### src/rtl/csel_pkg.sv
package csel_pkg;
  parameter int unsigned CSEL_WIDTH_DEF = 24;
  parameter int unsigned CSEL_SEG_W_DEF = 4;
  parameter int unsigned CSEL_LATENCY   = 3;

  typedef struct packed {
    logic c0;
    logic c1;
  } carry_pair_t;
endpackage

### src/rtl/csel_rca_seg.sv
module csel_rca_seg #(
  parameter int unsigned W = 4
) (
  input  logic [W-1:0] a,
  input  logic [W-1:0] b,
  input  logic         cin,
  output logic [W-1:0] s,
  output logic         cout
);
  logic [W:0] c;

  always_comb begin
    c[0] = cin;
    for (int i = 0; i < W; i++) begin
      s[i]   = a[i] ^ b[i] ^ c[i];
      c[i+1] = (a[i] & b[i]) | (c[i] & (a[i] ^ b[i]));
    end
    cout = c[W];
  end
endmodule

### src/rtl/csel_cand_seg.sv
module csel_cand_seg #(
  parameter int unsigned W      = 4,
  parameter bit          LOWEST = 1'b0
) (
  input  logic [W-1:0]         a,
  input  logic [W-1:0]         b,
  output logic [W-1:0]         s0,
  output logic [W-1:0]         s1,
  output csel_pkg::carry_pair_t co
);
  generate
    if (LOWEST) begin : g_single
      logic [W-1:0] s_only;
      logic         c_only;
      csel_rca_seg #(.W(W)) u_rca (.a(a), .b(b), .cin(1'b0), .s(s_only), .cout(c_only));
      assign s0    = s_only;
      assign s1    = s_only;
      assign co.c0 = c_only;
      assign co.c1 = c_only;
    end else begin : g_dual
      logic c_zero, c_one;
      csel_rca_seg #(.W(W)) u_rca0 (.a(a), .b(b), .cin(1'b0), .s(s0), .cout(c_zero));
      csel_rca_seg #(.W(W)) u_rca1 (.a(a), .b(b), .cin(1'b1), .s(s1), .cout(c_one));
      assign co.c0 = c_zero;
      assign co.c1 = c_one;
    end
  endgenerate
endmodule

### src/rtl/csel_resolve.sv
module csel_resolve #(
  parameter int unsigned W = 4,
  parameter int unsigned N = 3
) (
  input  logic                        cin,
  input  logic [N-1:0][W-1:0]         s0,
  input  logic [N-1:0][W-1:0]         s1,
  input  csel_pkg::carry_pair_t [N-1:0] co,
  output logic [N-1:0][W-1:0]         sum,
  output logic                        cout
);
  logic [N:0] c;

  always_comb begin
    c[0] = cin;
    for (int k = 0; k < N; k++) begin
      sum[k] = c[k] ? s1[k] : s0[k];
      c[k+1] = c[k] ? co[k].c1 : co[k].c0;
    end
    cout = c[N];
  end
endmodule

### src/rtl/csel_add_pipe.sv
module csel_add_pipe #(
  parameter int unsigned WIDTH = csel_pkg::CSEL_WIDTH_DEF,
  parameter int unsigned SEG_W = csel_pkg::CSEL_SEG_W_DEF
) (
  input  logic             clk,
  input  logic             rst_n,
  input  logic             in_valid,
  input  logic [WIDTH-1:0] in_sum_vec,
  input  logic [WIDTH-1:0] in_carry_vec,
  output logic             out_valid,
  output logic [WIDTH-1:0] out_result
);
  import csel_pkg::*;

  localparam int unsigned NSEG = WIDTH / SEG_W;
  localparam int unsigned NLO  = NSEG / 2;
  localparam int unsigned NHI  = NSEG - NLO;

  // Stage 0 (combinational): candidate generation
  logic        [NSEG-1:0][SEG_W-1:0] cand_s0, cand_s1;
  carry_pair_t [NSEG-1:0]            cand_co;

  generate
    for (genvar g = 0; g < NSEG; g++) begin : g_seg
      csel_cand_seg #(.W(SEG_W), .LOWEST(g == 0)) u_seg (
        .a (in_sum_vec  [g*SEG_W +: SEG_W]),
        .b (in_carry_vec[g*SEG_W +: SEG_W]),
        .s0(cand_s0[g]),
        .s1(cand_s1[g]),
        .co(cand_co[g])
      );
    end
  endgenerate

  // Stage 1 registers
  logic                              st1_valid, st1_valid_d;
  logic        [NSEG-1:0][SEG_W-1:0] st1_s0, st1_s1;
  carry_pair_t [NSEG-1:0]            st1_co;
  logic                              st1_load;

  // Stage 2 registers
  logic                             st2_valid, st2_valid_d;
  logic        [NLO-1:0][SEG_W-1:0] st2_lo_sum, lo_sum_d;
  logic                             st2_mid_c, mid_c_d;
  logic        [NHI-1:0][SEG_W-1:0] st2_hi_s0, st2_hi_s1;
  carry_pair_t [NHI-1:0]            st2_hi_co;
  logic                             st2_load;

  // Stage 3 registers
  logic                             st3_valid, st3_valid_d;
  logic        [NHI-1:0][SEG_W-1:0] hi_sum_d;
  logic                             hi_cout_unused;
  logic        [WIDTH-1:0]          st3_sum, st3_sum_d;
  logic                             st3_load;

  csel_resolve #(.W(SEG_W), .N(NLO)) u_res_lo (
    .cin (1'b0),
    .s0  (st1_s0[NLO-1:0]),
    .s1  (st1_s1[NLO-1:0]),
    .co  (st1_co[NLO-1:0]),
    .sum (lo_sum_d),
    .cout(mid_c_d)
  );

  csel_resolve #(.W(SEG_W), .N(NHI)) u_res_hi (
    .cin (st2_mid_c),
    .s0  (st2_hi_s0),
    .s1  (st2_hi_s1),
    .co  (st2_hi_co),
    .sum (hi_sum_d),
    .cout(hi_cout_unused)
  );

  // Next-state logic
  always_comb begin
    st1_valid_d = in_valid;
    st2_valid_d = st1_valid;
    st3_valid_d = st2_valid;
    st1_load    = in_valid;
    st2_load    = st1_valid;
    st3_load    = st2_valid;
    st3_sum_d   = {hi_sum_d, st2_lo_sum};
  end

  // Valid pipeline: cleared by reset
  always_ff @(posedge clk or negedge rst_n) begin
    if (!rst_n) begin
      st1_valid <= 1'b0;
      st2_valid <= 1'b0;
      st3_valid <= 1'b0;
    end else begin
      st1_valid <= st1_valid_d;
      st2_valid <= st2_valid_d;
      st3_valid <= st3_valid_d;
    end
  end

  // Data registers: no reset, loaded under valid
  always_ff @(posedge clk) begin
    if (st1_load) begin
      st1_s0 <= cand_s0;
      st1_s1 <= cand_s1;
      st1_co <= cand_co;
    end
  end

  always_ff @(posedge clk) begin
    if (st2_load) begin
      st2_lo_sum <= lo_sum_d;
      st2_mid_c  <= mid_c_d;
      st2_hi_s0  <= st1_s0[NSEG-1:NLO];
      st2_hi_s1  <= st1_s1[NSEG-1:NLO];
      st2_hi_co  <= st1_co[NSEG-1:NLO];
    end
  end

  always_ff @(posedge clk) begin
    if (st3_load) begin
      st3_sum <= st3_sum_d;
    end
  end

  assign out_valid  = st3_valid;
  assign out_result = st3_sum;
endmodule

### config.mk
export PLATFORM = sky130hd
export DESIGN_NAME = csel_add_pipe
export DESIGN_NICKNAME = d
export VERILOG_FILES = /design/src/rtl/csel_pkg.sv /design/src/rtl/csel_rca_seg.sv /design/src/rtl/csel_cand_seg.sv /design/src/rtl/csel_resolve.sv /design/src/rtl/csel_add_pipe.sv
export SDC_FILE = /design/constraint.sdc
export NUM_CORES = 1
export LEC_CHECK = 0
export ABC_AREA = 1
export BUFFER_PORTS_ARGS = -buffer_cell sky130_fd_sc_hd__buf_2
export CAP_MARGIN = 20
export CORE_ASPECT_RATIO = 0.9
export CORE_MARGIN = 5
export CORE_UTILIZATION = 24
export CTS_CLUSTER_DIAMETER = 120
export DETAILED_ROUTE_END_ITERATION = 7
export SLEW_MARGIN = 20
export SYNTH_ARGS = -nofsm -noshare
export SYNTH_HDL_FRONTEND = slang
export SYNTH_SLANG_ARGS = --single-unit
export TNS_END_PERCENT = 50
### constraint.sdc
create_clock -name clk -period 1.7 [get_ports clk]
set_clock_uncertainty 0.2 [all_clocks]
set_input_delay 0.17 -clock clk [delete_from_list [all_inputs] [get_ports clk]]
set_output_delay 0.17 -clock clk [all_outputs]
set_load 0.005 [all_outputs]
==> flow_summary.ini <==
[logic_synthesis]
yosys.area.top_type_share = 0.693
synthTopCellsByCount = edfxtp_1, inv_1, nand2_1
syn_inst = 333
syn_area_um2 = 5120
ys.flop_type = edfxtp_1
synth_top_area_cell = edfxtp_1
synth.avg_cell_area_um2 = 15.4
synth_seq_area_share = 0.707
synth-edff-count = 118
synthTopCellsByArea = edfxtp_1, fa_1, inv_1
yosysMostFrequentCell = edfxtp_1
synth_cell_types = 17
syn_nets = 426
synthArstFlopShare = 0.0248
synth_seq_cells = 121
ys_warn_count = 0

[cts]
ctsLongestPathBuffers = 2
cts-root-buf = clkbuf_16
cts_tree = built
hold_buffers = 26
cts.sinks = 121
clock_latency_ns = 0.41
cts_max_level = 4
cts_buffers = 17
clkTransAtPathRegs_ns = 0.06

[route]
wl_met3_um = 421
drt_iter0_drc = 106
drc_errors = 0
antenna_left = 0
highest_layer = met4
num_vias = 2667
wl_met1_um = 2830
first_pass_iters = 4
wl_um = 8510
wire_per_inst_um = 11.3
avgViaCountPerCell = 3.55
met2_length_um = 5130

[setup_path]
critPathKind = in -> reg
r2r_end = out_result[23]$_DFFE_PP_
cp_data_arrival_time_ns = 1.77
cpMostUsedCell = fa_2
start_kind = input port
cp_max_fo = 2
crit_family = buffers and inverters
path_buf_inv = 4
crit_required_ns = 1.78
crit_chain = dlygate4sd3_1 > buf_4 > fa_2 > inv_2 > fa_2 > inv_1
reg2reg_slack_ns = 0.15
r2r.worst_path.cells = 5
worst-path-stages = 6
max_stage_delay_ns = 0.53
critical-path-slowest-cell = dlygate4sd3_1
end_kind = flip-flop
r2r-start = st2_mid_c$_DFFE_PP_

[timing]
slew_headroom = 0.761
hold_viol_final = 2
final.min_clock_period_ns = 1.69
setup_ws_ns = 0.00740
hold_slack_ns = -0.0230
finalSetupViolations = 0
rsz0062_at_grt = yes
worst_slew_pin_slew_ns = 0.359
clock.fmax_mhz = 591
fin_crit_sh = 0.996
slew_viol_final = 0

[layout]
multi_input_area_um2 = 1240
final_nets = 546
register_area_um2 = 3620
drive_gt1_frac = 0.365
synthToLayoutAreaGrowth_pct = 35.2
diodes = 0
n_fill_cell = 2082

[grt]
antenna_found_initial = 0
grt_max_degree = 55
grt.total_usage = 0.0748
grt_pass1_vias = 2937
overflow = 0
grt_pass1_wl_um = 13700

[floorplanning]
die_h_um = 149
num_rows = 50
initial_core_util = 0.245
core_area_um2 = 20900
die_w_um = 164
io_pins = 76
dieArea_um2 = 24300

[power]
swShare = 0.229
finalPower_mw = 8.15
power.internal_mw = 6.29
p_leak_nw = 2.88
power.net_switching_mw = 1.86
power_frac_comb = 0.097
clockPowerShare = 0.432
ir_drop_uv = 526
p_per_area_nw_per_um2 = 1180
pwr-share-seq = 0.471

[min_path]
min_path_cells = 2
hold_start = in_carry_vec[18]
holdPathEnd = st1_s1[18]$_DFFE_PP_
min_path_type = in -> reg

[placement]
detailedPlace.worstSlack_ns = -0.424
place.port_buffers = 75
place_congestion = 0.721
hpwlAfterDp_um = 6520

[run]
drv_cap = 0

[run_status]
violations = hold timing
status = finished, violations left
==> worst max-delay path by stage <==
stage	start	to	slack (ns)
final	in_sum_vec[14]	st1_s1[15]$_DFFE_PP_	0.007
after detailed placement	in_sum_vec[16]	st1_s0[19]$_DFFE_PP_	-0.42
after global placement	in_sum_vec[16]	st1_s0[19]$_DFFE_PP_	-0.41
after global routing	in_sum_vec[14]	st1_s1[15]$_DFFE_PP_	-0.01
after floorplan	in_sum_vec[12]	st1_s0[15]$_DFFE_PP_	-0.17
after CTS	in_sum_vec[2]	st1_s0[3]$_DFFE_PP_	0.001
==> repair_timing <==
action	4_1_cts	5_1_grt
resized for setup	0	21
endpoints found under the setup margin	0	10
hold endpoints to repair	27	2
buffers inserted	0	0
==> state kept, by name (all words and copies together), names as in the netlist, 4 cells and up <==
signal	cells
st1_co	9
st2_hi_s1	12
st1_s1	20
st1_s0	24
st2_hi_s0	12
st2_hi_co	4
out_result	24
st2_lo_sum	12
==> per-layer routing <==
layer / vias up / track usage
met4: 0 / 0.0319
met1: 1310 / 0.0663
met2: 42 / 0.148
li1: 1306 / -
met5: - / 0
met3: 9 / 0.0291
==> cells by family after synthesis <==
family,after synthesis,synth area share
buffers and inverters,102,0.0753
multiplexers,4,0.00880
flip-flops,121,0.707
AO/OA/AOI/OAI,6,0.00660
XOR/XNOR,1,0.00171
adder cells (fa/ha/maj),42,0.148
AND/OR/NAND/NOR,57,0.0521
==> placed cells by master, fill, tap and decap left out, types with 7 or more instances in the layout <==
| cell | instances |
|---|---|
| nand2_1 | 38 |
| fa_2 | 21 |
| buf_4 | 8 |
| inv_6 | 7 |
| buf_2 | 65 |
| nand3_1 | 15 |
| edfxtp_1 | 118 |
| inv_1 | 76 |
| dlygate4sd3_1 | 25 |
| fa_1 | 10 |
| clkbuf_16 | 17 |
| inv_2 | 16 |
==> area by class of cell <==
class | count | area share
clock inverters | 15 | 0.0239
flip-flops and latches | 121 | 0.523
repair buffers | 102 | 0.101
multi-input cells | 110 | 0.180
inverters | 101 | 0.0591
well taps | 286 | 0.0517
clock buffers | 17 | 0.0615
==> worst register-to-register path, delay by kind of cell, from the launching register on <==
family / cells / cell delay, ns
simple gates: 4 / 0.45
buf+inv: 1 / 0.11
flops: 1 / 0.54
==> power groups by stage <==
stage	clock network, mW	logic (mW)	registers [mW]
3_5_place_dp	0	0.737	3.91
5_1_grt	3.76	0.919	3.88
2_1_floorplan	0	0.381	3.90
4_1_cts	3.62	0.810	3.85
6_report	3.52	0.790	3.84
3_3_place_gp	0	0.698	3.91
==> metrics by stage <==
stage	cells	hold slack (ns)	util	area, µm²	TNS [ns]
floorplan	333	-0.326	-	5240	-1.44
global placement	698	-0.233	0.289	6030	-5.25
detailed placement	698	-0.231	0.289	6030	-6.07
CTS	756	-0.0279	0.330	6890	0
global route	752	-0.0406	0.331	6920	-0.0116
finish	752	-0.0230	0.331	6920	0
Power figures use the tool's default switching activity.
